<file path="src/rtl/frame_irq_gen.sv">
module frame_irq_gen #(
  parameter int BASE_LEN  = 69888,
  parameter int VIDEO_LEN = 104211,
  parameter int LOW_LEN   = 16
) (
  input  logic       clk,
  input  logic       rst_n,
  input  logic       tick,
  input  logic [3:0] speed_code,
  output logic       irq_n,
  output logic       frame_start
);
  localparam int MAX_LEN = (BASE_LEN > VIDEO_LEN) ? BASE_LEN : VIDEO_LEN;
  localparam int CW      = $clog2(MAX_LEN + 1);

  logic          running;
  logic [CW-1:0] cnt;
  logic [CW-1:0] per;
  logic [CW-1:0] next_per;
  logic          wrap;

  assign next_per = ((speed_code <= 4'd7) && speed_code[0]) ? CW'(VIDEO_LEN) : CW'(BASE_LEN);
  assign wrap     = !running || (cnt == per - CW'(1));

  always_ff @(posedge clk) begin
    if (!rst_n) begin
      running <= 1'b0;
      cnt     <= '0;
      per     <= CW'(BASE_LEN);
    end else if (tick) begin
      running <= 1'b1;
      if (wrap) begin
        cnt <= '0;
        per <= next_per;
      end else begin
        cnt <= cnt + CW'(1);
      end
    end
  end

  assign frame_start = running && (cnt == '0);
  assign irq_n       = !(running && (cnt < CW'(LOW_LEN)));

  assert_start_low_R3: assert property (@(posedge clk) disable iff (!rst_n)
    frame_start |-> !irq_n);

  assert_wrap_starts_frame_R5: assert property (@(posedge clk) disable iff (!rst_n)
    (running && tick && cnt == per - CW'(1)) |=> frame_start);

  assert_idle_holds_R8: assert property (@(posedge clk) disable iff (!rst_n)
    !tick |=> ($stable(cnt) && $stable(per) && $stable(running)));

  assert_period_latched_R9: assert property (@(posedge clk) disable iff (!rst_n)
    (tick && running && cnt != per - CW'(1)) |=> $stable(per));

  assert_no_overflow_R6: assert property (@(posedge clk) disable iff (!rst_n)
    cnt < per);

  assert_legal_period_R7: assert property (@(posedge clk) disable iff (!rst_n)
    (per == CW'(BASE_LEN)) || (per == CW'(VIDEO_LEN)));
endmodule

</file>
<file path="config.mk">
export PLATFORM = sky130hd
export DESIGN_NAME = frame_irq_gen
export DESIGN_NICKNAME = d
export VERILOG_FILES = /design/src/rtl/frame_irq_gen.sv
export SDC_FILE = /design/constraint.sdc
export NUM_CORES = 1
export LEC_CHECK = 0
export BUFFER_PORTS_ARGS = -buffer_cell sky130_fd_sc_hd__buf_4
export CAP_MARGIN = 40
export CORE_MARGIN = 8
export CORE_UTILIZATION = 32
export DETAILED_ROUTE_END_ITERATION = 6
export PLACE_DENSITY = 0.59
export SYNTH_ARGS = -nofsm -noshare
export SYNTH_HDL_FRONTEND = slang
export SYNTH_SLANG_ARGS = --single-unit
export TNS_END_PERCENT = 50
</file>
<file path="constraint.sdc">
create_clock -name clk -period 1.7 [get_ports clk]
set_input_delay 0.085 -clock clk [delete_from_list [all_inputs] [get_ports clk]]
set_output_delay 0.085 -clock clk [all_outputs]
set_load 0.005 [all_outputs]
</file>
# --- Word level (Yosys, flattened, before mapping) ---
# Index checks and enable logic that the tools add are counted.
totals:
  word_cells: 18
  ff_bits: 35
  output_inout_bits: 2
  input_bits: 7
op_classes:
  add_sub_neg: 2
  n_eq_ne: 1
  n_lt_le_gt_ge: 2
  muxes: 2
  reduce_logical: 8
op_table:
  columns: ["cell", "n"]
  rows:
  - ["adder 17 x 1 -> 17 bit (second input constant)", 1]
  - ["equality test 17 bit", 1]
  - ["logical NOT 17 bit", 1]
  - ["< comparator 17 x 5 -> 1 bit (second input constant)", 1]
  - ["2-to-1 mux 17 bit", 1]
  - ["subtractor 17 x 1 -> 17 bit (second input constant)", 1]
  - ["2-to-1 mux 16 bit", 1]
  - ["less-or-equal comparator 4 x 3 -> 1 bit (second input constant)", 1]
  - ["logical AND 1 bit", 3]
  - ["logical NOT 1 bit", 2]
  - ["AND reduction 2 bit", 1]
  - ["logical OR 1 bit", 1]

# --- Longest topological paths before layout ---
# Gate-level depths: netlist (run 1).
depth:
  ltp_word: 4
  mapped_depth: 7
  depth_no_buf: 6

# --- Worst setup path before layout (run 1) ---
# OpenSTA, ideal clock, no wires.
synth_timing:
  kind: "register to register"
  start: "register cnt[11]"
  end: "register per[10]"
  slack_ps: -117
  t_arrival_ps: 1747
  path_buffers: 0
  path_stages_with_launch: 6
  synth_period_minus_slack_ps: 1817
  setup_time_ps: 70
  required_time_ps: 1630
  cell_sequence: "dfxtp_1 or3_1 a211o_1 o21a_1 or4b_1 a21boi_1"
synth_via:
  elab_chain_len: 3
synth_rtl:
  columns: ["item", "line", "source"]
  rows:
  - ["start, declared", "17", "logic [CW-1:0] cnt;"]
  - ["start signal, assigned", "36", "cnt <= cnt + CW'(1);"]
  - ["equality test 17 bit", "23", "assign wrap = !running || (cnt == per - CW'(1));"]
  - ["logical OR 1 bit", "23", null]
  - ["AND reduction 2 bit (no source line)", null, null]
  - ["end signal, assigned", "29", "per <= CW'(BASE_LEN);"]
  - ["end signal, assigned", "34", "per <= next_per;"]
  - ["end, declared", "18", "logic [CW-1:0] per;"]
# Every way passes these cells.
# A chain may end at the register's enable or synchronous reset.

# --- Worst setup path in the final report (run 1) ---
layout_timing:
  start: "register cnt[15]"
  end: "output frame_start"
layout_via:
  elab_chain_len: 2
layout_rtl:
  columns: ["item", "line", "source"]
  rows:
  - ["logical NOT 17 bit", "41", "assign frame_start = running && (cnt == '0);"]
  - ["logical AND 1 bit", "41", null]
  - ["end, declared", "11", "output logic frame_start"]
# Every way passes these cells.

==> results of run 1 <==
-- kinds of logic after synthesis --
| group | after synthesis |
|---|---|
| xor gates and xnor gates | 16 |
| buffers and inverters | 8 |
| and+or+nand+nor | 54 |
| adders and majority gates | 2 |
| AOI/OAI and AO/OA | 9 |
| DFF | 19 |
| muxes | 1 |
-- Yosys cell counts, drive strengths merged --
master / number
xnor2: 8
nand2: 2
nor3: 4
nor2: 22
or3: 1
nand4: 5
a31oi: 1
nand3: 11
dfxtp: 19
and4b: 1
clkbuf: 2
nor4: 3
or4b: 1
a211o: 1
buf: 2
nor4b: 2
ha: 2
xor2: 8
or2: 1
or4: 1
a21boi: 1
o21ai: 4
mux2i: 1
inv: 4
o21a: 2
-- registers in the layout, summed over array words and instances (netlist names) --
signal and flops:
cnt 17, running 1, per 1
-- power breakdown --
part	switching, W	leakage (nW)	internal, W
Combinational	0.0000363	0.305	0.0000490
Sequential	0.00000842	0.155	0.000451
Clock	0.000153	0.0139	0.0000898
-- critical path, stage by stage (launching register included) --
cell	delay (ps)
dfxtp_2	340
or4_4	560
nor2_4	110
nand3_2	100
nor4b_2	230
buf_4	150
-- worst paths after layout --
kind | endpoint | slack [ps] | cells after the start
max | frame_start | -180 | 5
max reg2reg | per[10] | -160 | 5
min reg2reg | running | 550 | 1
min | per[10] | 20 | 3
-- stage by stage --
stage	instance area (µm²)	utilization (%)	power, W	hold slack, ps
2_1_floorplan	929.6	-	0.0005050	202.5
3_3_place_gp	1140	41.33	0.0005370	319.3
3_5_place_dp	1140	41.33	0.0005391	320.6
4_1_cts	1219	44.19	0.0007970	7.708
5_1_grt	1247	45.24	0.0008284	22.63
6_report	1247	45.24	0.0007878	24.69
-- final cells by class --
type | count | area share [%]
clock buffers | 3 | 1.805
well taps | 31 | 3.109
inverters | 4 | 1.204
repair buffers | 29 | 18.86
multi-input cells | 82 | 43.63
flip-flops and latches | 19 | 30.79
clock inverters | 1 | 0.6018
-- routing by layer --
layer | vias up | wire (µm) | global-route usage (%)
met2 | 8 | 1019 | 14.45
met5 | - | 0 | 0
met3 | 4 | 71 | 3.863
li1 | 435 | - | -
met1 | 391 | 1001 | 10.45
met4 | 0 | 19 | 2.455
-- timing repair --
action | 4_1_cts | 5_1_grt
hold endpoints to repair | 1 | 0
buffers inserted | 1 | 2
hold buffers | 1 | 0
setup endpoints to repair | 20 | 20
pin swaps | 4 | 0
gates resized for setup | 7 | 6
==> results by group, run 1 <==
Status
  • Status: finished with violations
  • Failing checks: negative setup slack

STA
  • Worst slew pin tran: 429.8 ps
  • Slew margin rel.: 71.08%
  • # setup viols final: 20
  • Setup slack after layout: -178.5 ps
  • Total negative slack: -1850 ps
  • RSZ-0062 raised after global routing: true
  • Max Transition Viols Final: 0
  • Final min period: 1878 ps
  • Setup Skew: 10.13 ps
  • Peak Freq: 532.3 MHz
  • Final Cycle Share: 110.5%
  • Final Hold Fails: 0

Yosys
  • Xor/xnor cell area share of the yosys netlist: 15.20%
  • Top-area cell type share of the netlist area: 41.25%
  • Adder-Cell Fraction of Synth Area: 2.714%
  • Main combinational cell family by area after synthesis: simple AND/OR/NAND/NOR gates
  • Synth Cell Area: 922.1 µm²
  • Post-synthesis sequential area ratio: 41.25%
  • Synth Register Bits: 19
  • Synth cell types: 27
  • Post-Syn Nets: 118
  • Compound-Gate Fraction of Synth Area: 6.649%
  • Area leader, netlist: dfxtp_1
  • Syn_area_per_cell: 8.460 µm²
  • Yosys Warn Count: 0
  • Syn Inst Count: 109
  • Synth top area cells: dfxtp_1 (41%), nor2_1 (9.0%), xnor2_1 (7.6%)
  • Mux cell area share after synthesis: 1.085%
  • Simple-Gate Fraction of Synth Area: 29.58%

Setup path
  • Crit. End Element: output pin
  • Crit path kind: reg -> out
  • CP required: 1620 ps
  • Worst Setup Start Kind: register
  • Largest driver fanout on the critical path: 2
  • CP arrival: 1790 ps
  • Reg2Reg Launch Point: cnt[14]
  • Critical Path Start: cnt[15]

Detailed routing
  • Routed Wire Length: 2112 µm
  • First DRT Iteration DRCs: 34
  • Via density per instance: 4.959
  • Drt drc: 0
  • Antenna-violating nets left: 0
  • DR WL/cell: 12.50 µm
  • Drt pass-1 iters: 4
  • Vias: 838

Floorplanning
  • Starting Density: 33.44%
  • # rows: 19
  • Die Area: 0.004855 mm²
  • IO Pins: 9
  • Core footprint: 0.002758 mm²
  • Chip Width: 69.68 µm
  • Die height: 69.68 µm

Finish
  • Multi-input logic area: 544.3 µm²
  • Most frequent cells in the layout: buf_4 (24), nor2_1 (21), dfxtp_1 (16)
  • Share of layout cells above drive strength 1: 30.43%
  • Fillers: 283
  • Register area: 384.1 µm²
  • Antenna fix cells: 0
  • Non-Filler Instances: 169
  • Most common cell after layout, fill and taps aside: buf_4
  • Area delta synth->final: 35.28%
  • Nets@finish: 148

Power
  • Power per cell area: 631.5 mW/mm²
  • Leak pwr: 0.4744 nW
  • VDD IR max: 0.4005 mV

Worst hold path
  • Hold_sp: speed_code[3]
  • HP Class: in -> reg

Placed design
  • Buffers on Ports: 6
  • Placed cells: 162
  • Pre-CTS WS: -104.3 ps
  • DP HPWL: 1596 µm
  • GP Congestion: 0.8644

Global route
  • First-pass GRT wire length: 3691 µm
  • All-layer global routing usage: 8.933%
  • Largest net degree at the start of global routing: 13
  • Vias in the first global route: 826
  • Antenna violations before repair: 0
  • GRT overflow: 0

CTS
  • Clock root buffer: clkbuf_4
  • Clk sinks: 19
  • Clock Pin Slew Worst Setup and Hold Paths: 120 ps
  • Clock Latency Late Sink: 310 ps
  • CTS Buffer Depth: 2
  • # H-tree levels: 1
  • CTS tree: done
  • Num CTS Buffers: 3

Run
  • Max Cap Viol: 0
No activity file was read; power rests on OpenSTA's default activity.
==> inputs of run 2 (changes only) <==
Settings changed: CORE_MARGIN 8 to not set, CTS_BUF_LIST set to sky130_fd_sc_hd__clkbuf_4 sky130_fd_sc_hd__clkbuf_8.
==> results by group, run 2 (synthesis results as in run 1) <==
STA
  • Final Cycle Share: 110.0%
  • # setup viols final: 20
  • Final Hold Fails: 0
  • Worst slew pin tran: 395.1 ps
  • Slew margin rel.: 73.42%
  • Final min period: 1870 ps
  • RSZ-0062 raised after global routing: true
  • Max Transition Viols Final: 0
  • Setup slack after layout: -170.1 ps
  • Setup Skew: 3.148 ps
  • Peak Freq: 534.7 MHz

Placed design
  • Buffers on Ports: 6
  • DP HPWL: 1644 µm
  • Pre-CTS WS: -105.9 ps
  • GP Congestion: 0.8146
  • Placed cells: 162

CTS
  • Clock Pin Slew Worst Setup and Hold Paths: 100 ps
  • Clock Latency Late Sink: 300 ps
  • CTS tree: done
  • Clk sinks: 19
  • # H-tree levels: 1
  • CTS Buffer Depth: 2
  • Clock root buffer: clkbuf_4
  • Num CTS Buffers: 3

Detailed routing
  • Drt pass-1 iters: 4
  • Via density per instance: 5.132
  • Metal2 WL: 1054 µm
  • First DRT Iteration DRCs: 22
  • Drt drc: 0
  • Antenna-violating nets left: 0
  • Metal-1 WL: 1009 µm
  • Routed Wire Length: 2187 µm
  • Highest metal used: met4
  • DR WL/cell: 13.10 µm
  • Met3 WL: 80 µm
  • Vias: 857

Setup path
  • Reg2Reg Launch Point: cnt[14]
  • CP required: 1620 ps
  • CP arrival: 1790 ps
  • R2r setup slk: -150 ps
  • Crit path kind: reg -> out
  • Cells along the critical path: or4_4 > nor2_4 > nand3_2 > nor4b_2 > buf_4
  • Crit. End Element: output pin
  • Reg2Reg Capture Point: per[10]
  • Critical path's top delay family: simple AND/OR/NAND/NOR gates
  • Largest driver fanout on the critical path: 2
  • Cell count of the worst reg-to-reg path: 5
  • CP max stage delay: 560 ps
  • Worst Setup Start Kind: register
  • Critical path's slowest cell: or4_4
  • WP buf/inv: 1

Floorplanning
  • Die Area: 0.003100 mm²
  • IO Pins: 9
  • Die height: 55.68 µm
  • # rows: 19
  • Starting Density: 33.73%
  • Core footprint: 0.002734 mm²
  • Chip Width: 55.68 µm

Global route
  • Antenna violations before repair: 0
  • All-layer global routing usage: 16.13%
  • First-pass GRT wire length: 3953 µm
  • Vias in the first global route: 936
  • Largest net degree at the start of global routing: 11
  • GRT overflow: 0

Finish
  • Area delta synth->final: 31.48%
  • Max reg flops: 17
  • Antenna fix cells: 0
  • Nets@finish: 146
  • Largest register by flop count: cnt
  • Share of layout cells above drive strength 1: 29.41%
  • Layout Utilization: 44.35%
  • Non-Filler Instances: 167
  • Most frequent cells in the layout: buf_4 (26), nor2_1 (21), dfxtp_1 (18)
  • Fillers: 260
  • Regs by FF count: cnt: 17 flops, per: 1 flops, running: 1 flops
  • Most common cell after layout, fill and taps aside: buf_4

Run
  • Max Cap Viol: 0

Worst hold path
  • HP Class: in -> reg
  • Worst hold path endpoint: running
  • Hold_sp: rst_n
  • Cell count of the worst hold path: 2

Power
  • Leak pwr: 0.4653 nW
  • VDD IR max: 0.4824 mV
  • Power per cell area: 647.4 mW/mm²

Status
  • Status: finished with violations
  • Failing checks: negative setup slack
==> run 2: cell types whose count changed in the layout (fill, tap and decap cells not counted), moves of 2 or more <==
cell	before	now
buf_6	4	1
dfxtp_2	3	1
dfxtp_1	16	18
buf_4	24	26
o21ai_2	0	2
==> run 2: worst max-delay path by stage <==
stage | from | endpoint | cells past startpoint
2_1_floorplan | cnt[14] | per[10] | 5
3_3_place_gp | cnt[14] | per[10] | 5
3_5_place_dp | cnt[14] | per[10] | 5
4_1_cts | cnt[14] | per[10] | 5
5_1_grt | cnt[8] | per[10] | 5
6_report | cnt[8] | frame_start | 5
==> run 2: what timing repair did <==
item / in CTS / in global routing
pin swaps: 2 / 0
resized for setup: 7 / 1
setup buffers: 1 / 0
setup endpoints to repair: 19 / 20
hold buffers: 0 / 0
==> run 2: power breakdown <==
part           leakage [nW]  switching, W  internal, W
Sequential            0.154    0.00000652     0.000451
Combinational         0.293     0.0000362    0.0000431
Clock                0.0184      0.000141     0.000107
==> run 2: area by class of cell <==
cell class                      instances  area (µm²)  area share, %
Clock buffer                            4       30.03          2.477
Inverter                                4       15.01          1.238
Multi-Input combinational cell         82       540.5          44.58
Sequential cell                        19       381.6          31.48
Tap cell                               31       38.79          3.199
Timing Repair Buffer                   27       206.4          17.03
==> run 2: per-stage QoR <==
stage / hold slack [ps] / total power, W / instance area (µm²) / setup TNS, ps
after floorplan: 202.5 / 0.0005050 / 929.6 / -192.7
after global placement: 309.0 / 0.0005376 / 1140 / -914.0
after detailed placement: 339.0 / 0.0005399 / 1140 / -969.1
after CTS: 24.72 / 0.0007906 / 1209 / -2011
after global routing: 20.58 / 0.0008244 / 1212 / -3386
final: 29.25 / 0.0007849 / 1212 / -1888
==> run 2: routing by layer <==
layer | vias to the layer above | track usage (%)
met3 | 6 | 4.884
met2 | 13 | 27.54
li1 | 434 | -
met1 | 404 | 18.90
met4 | 0 | 6.071
met5 | - | 0
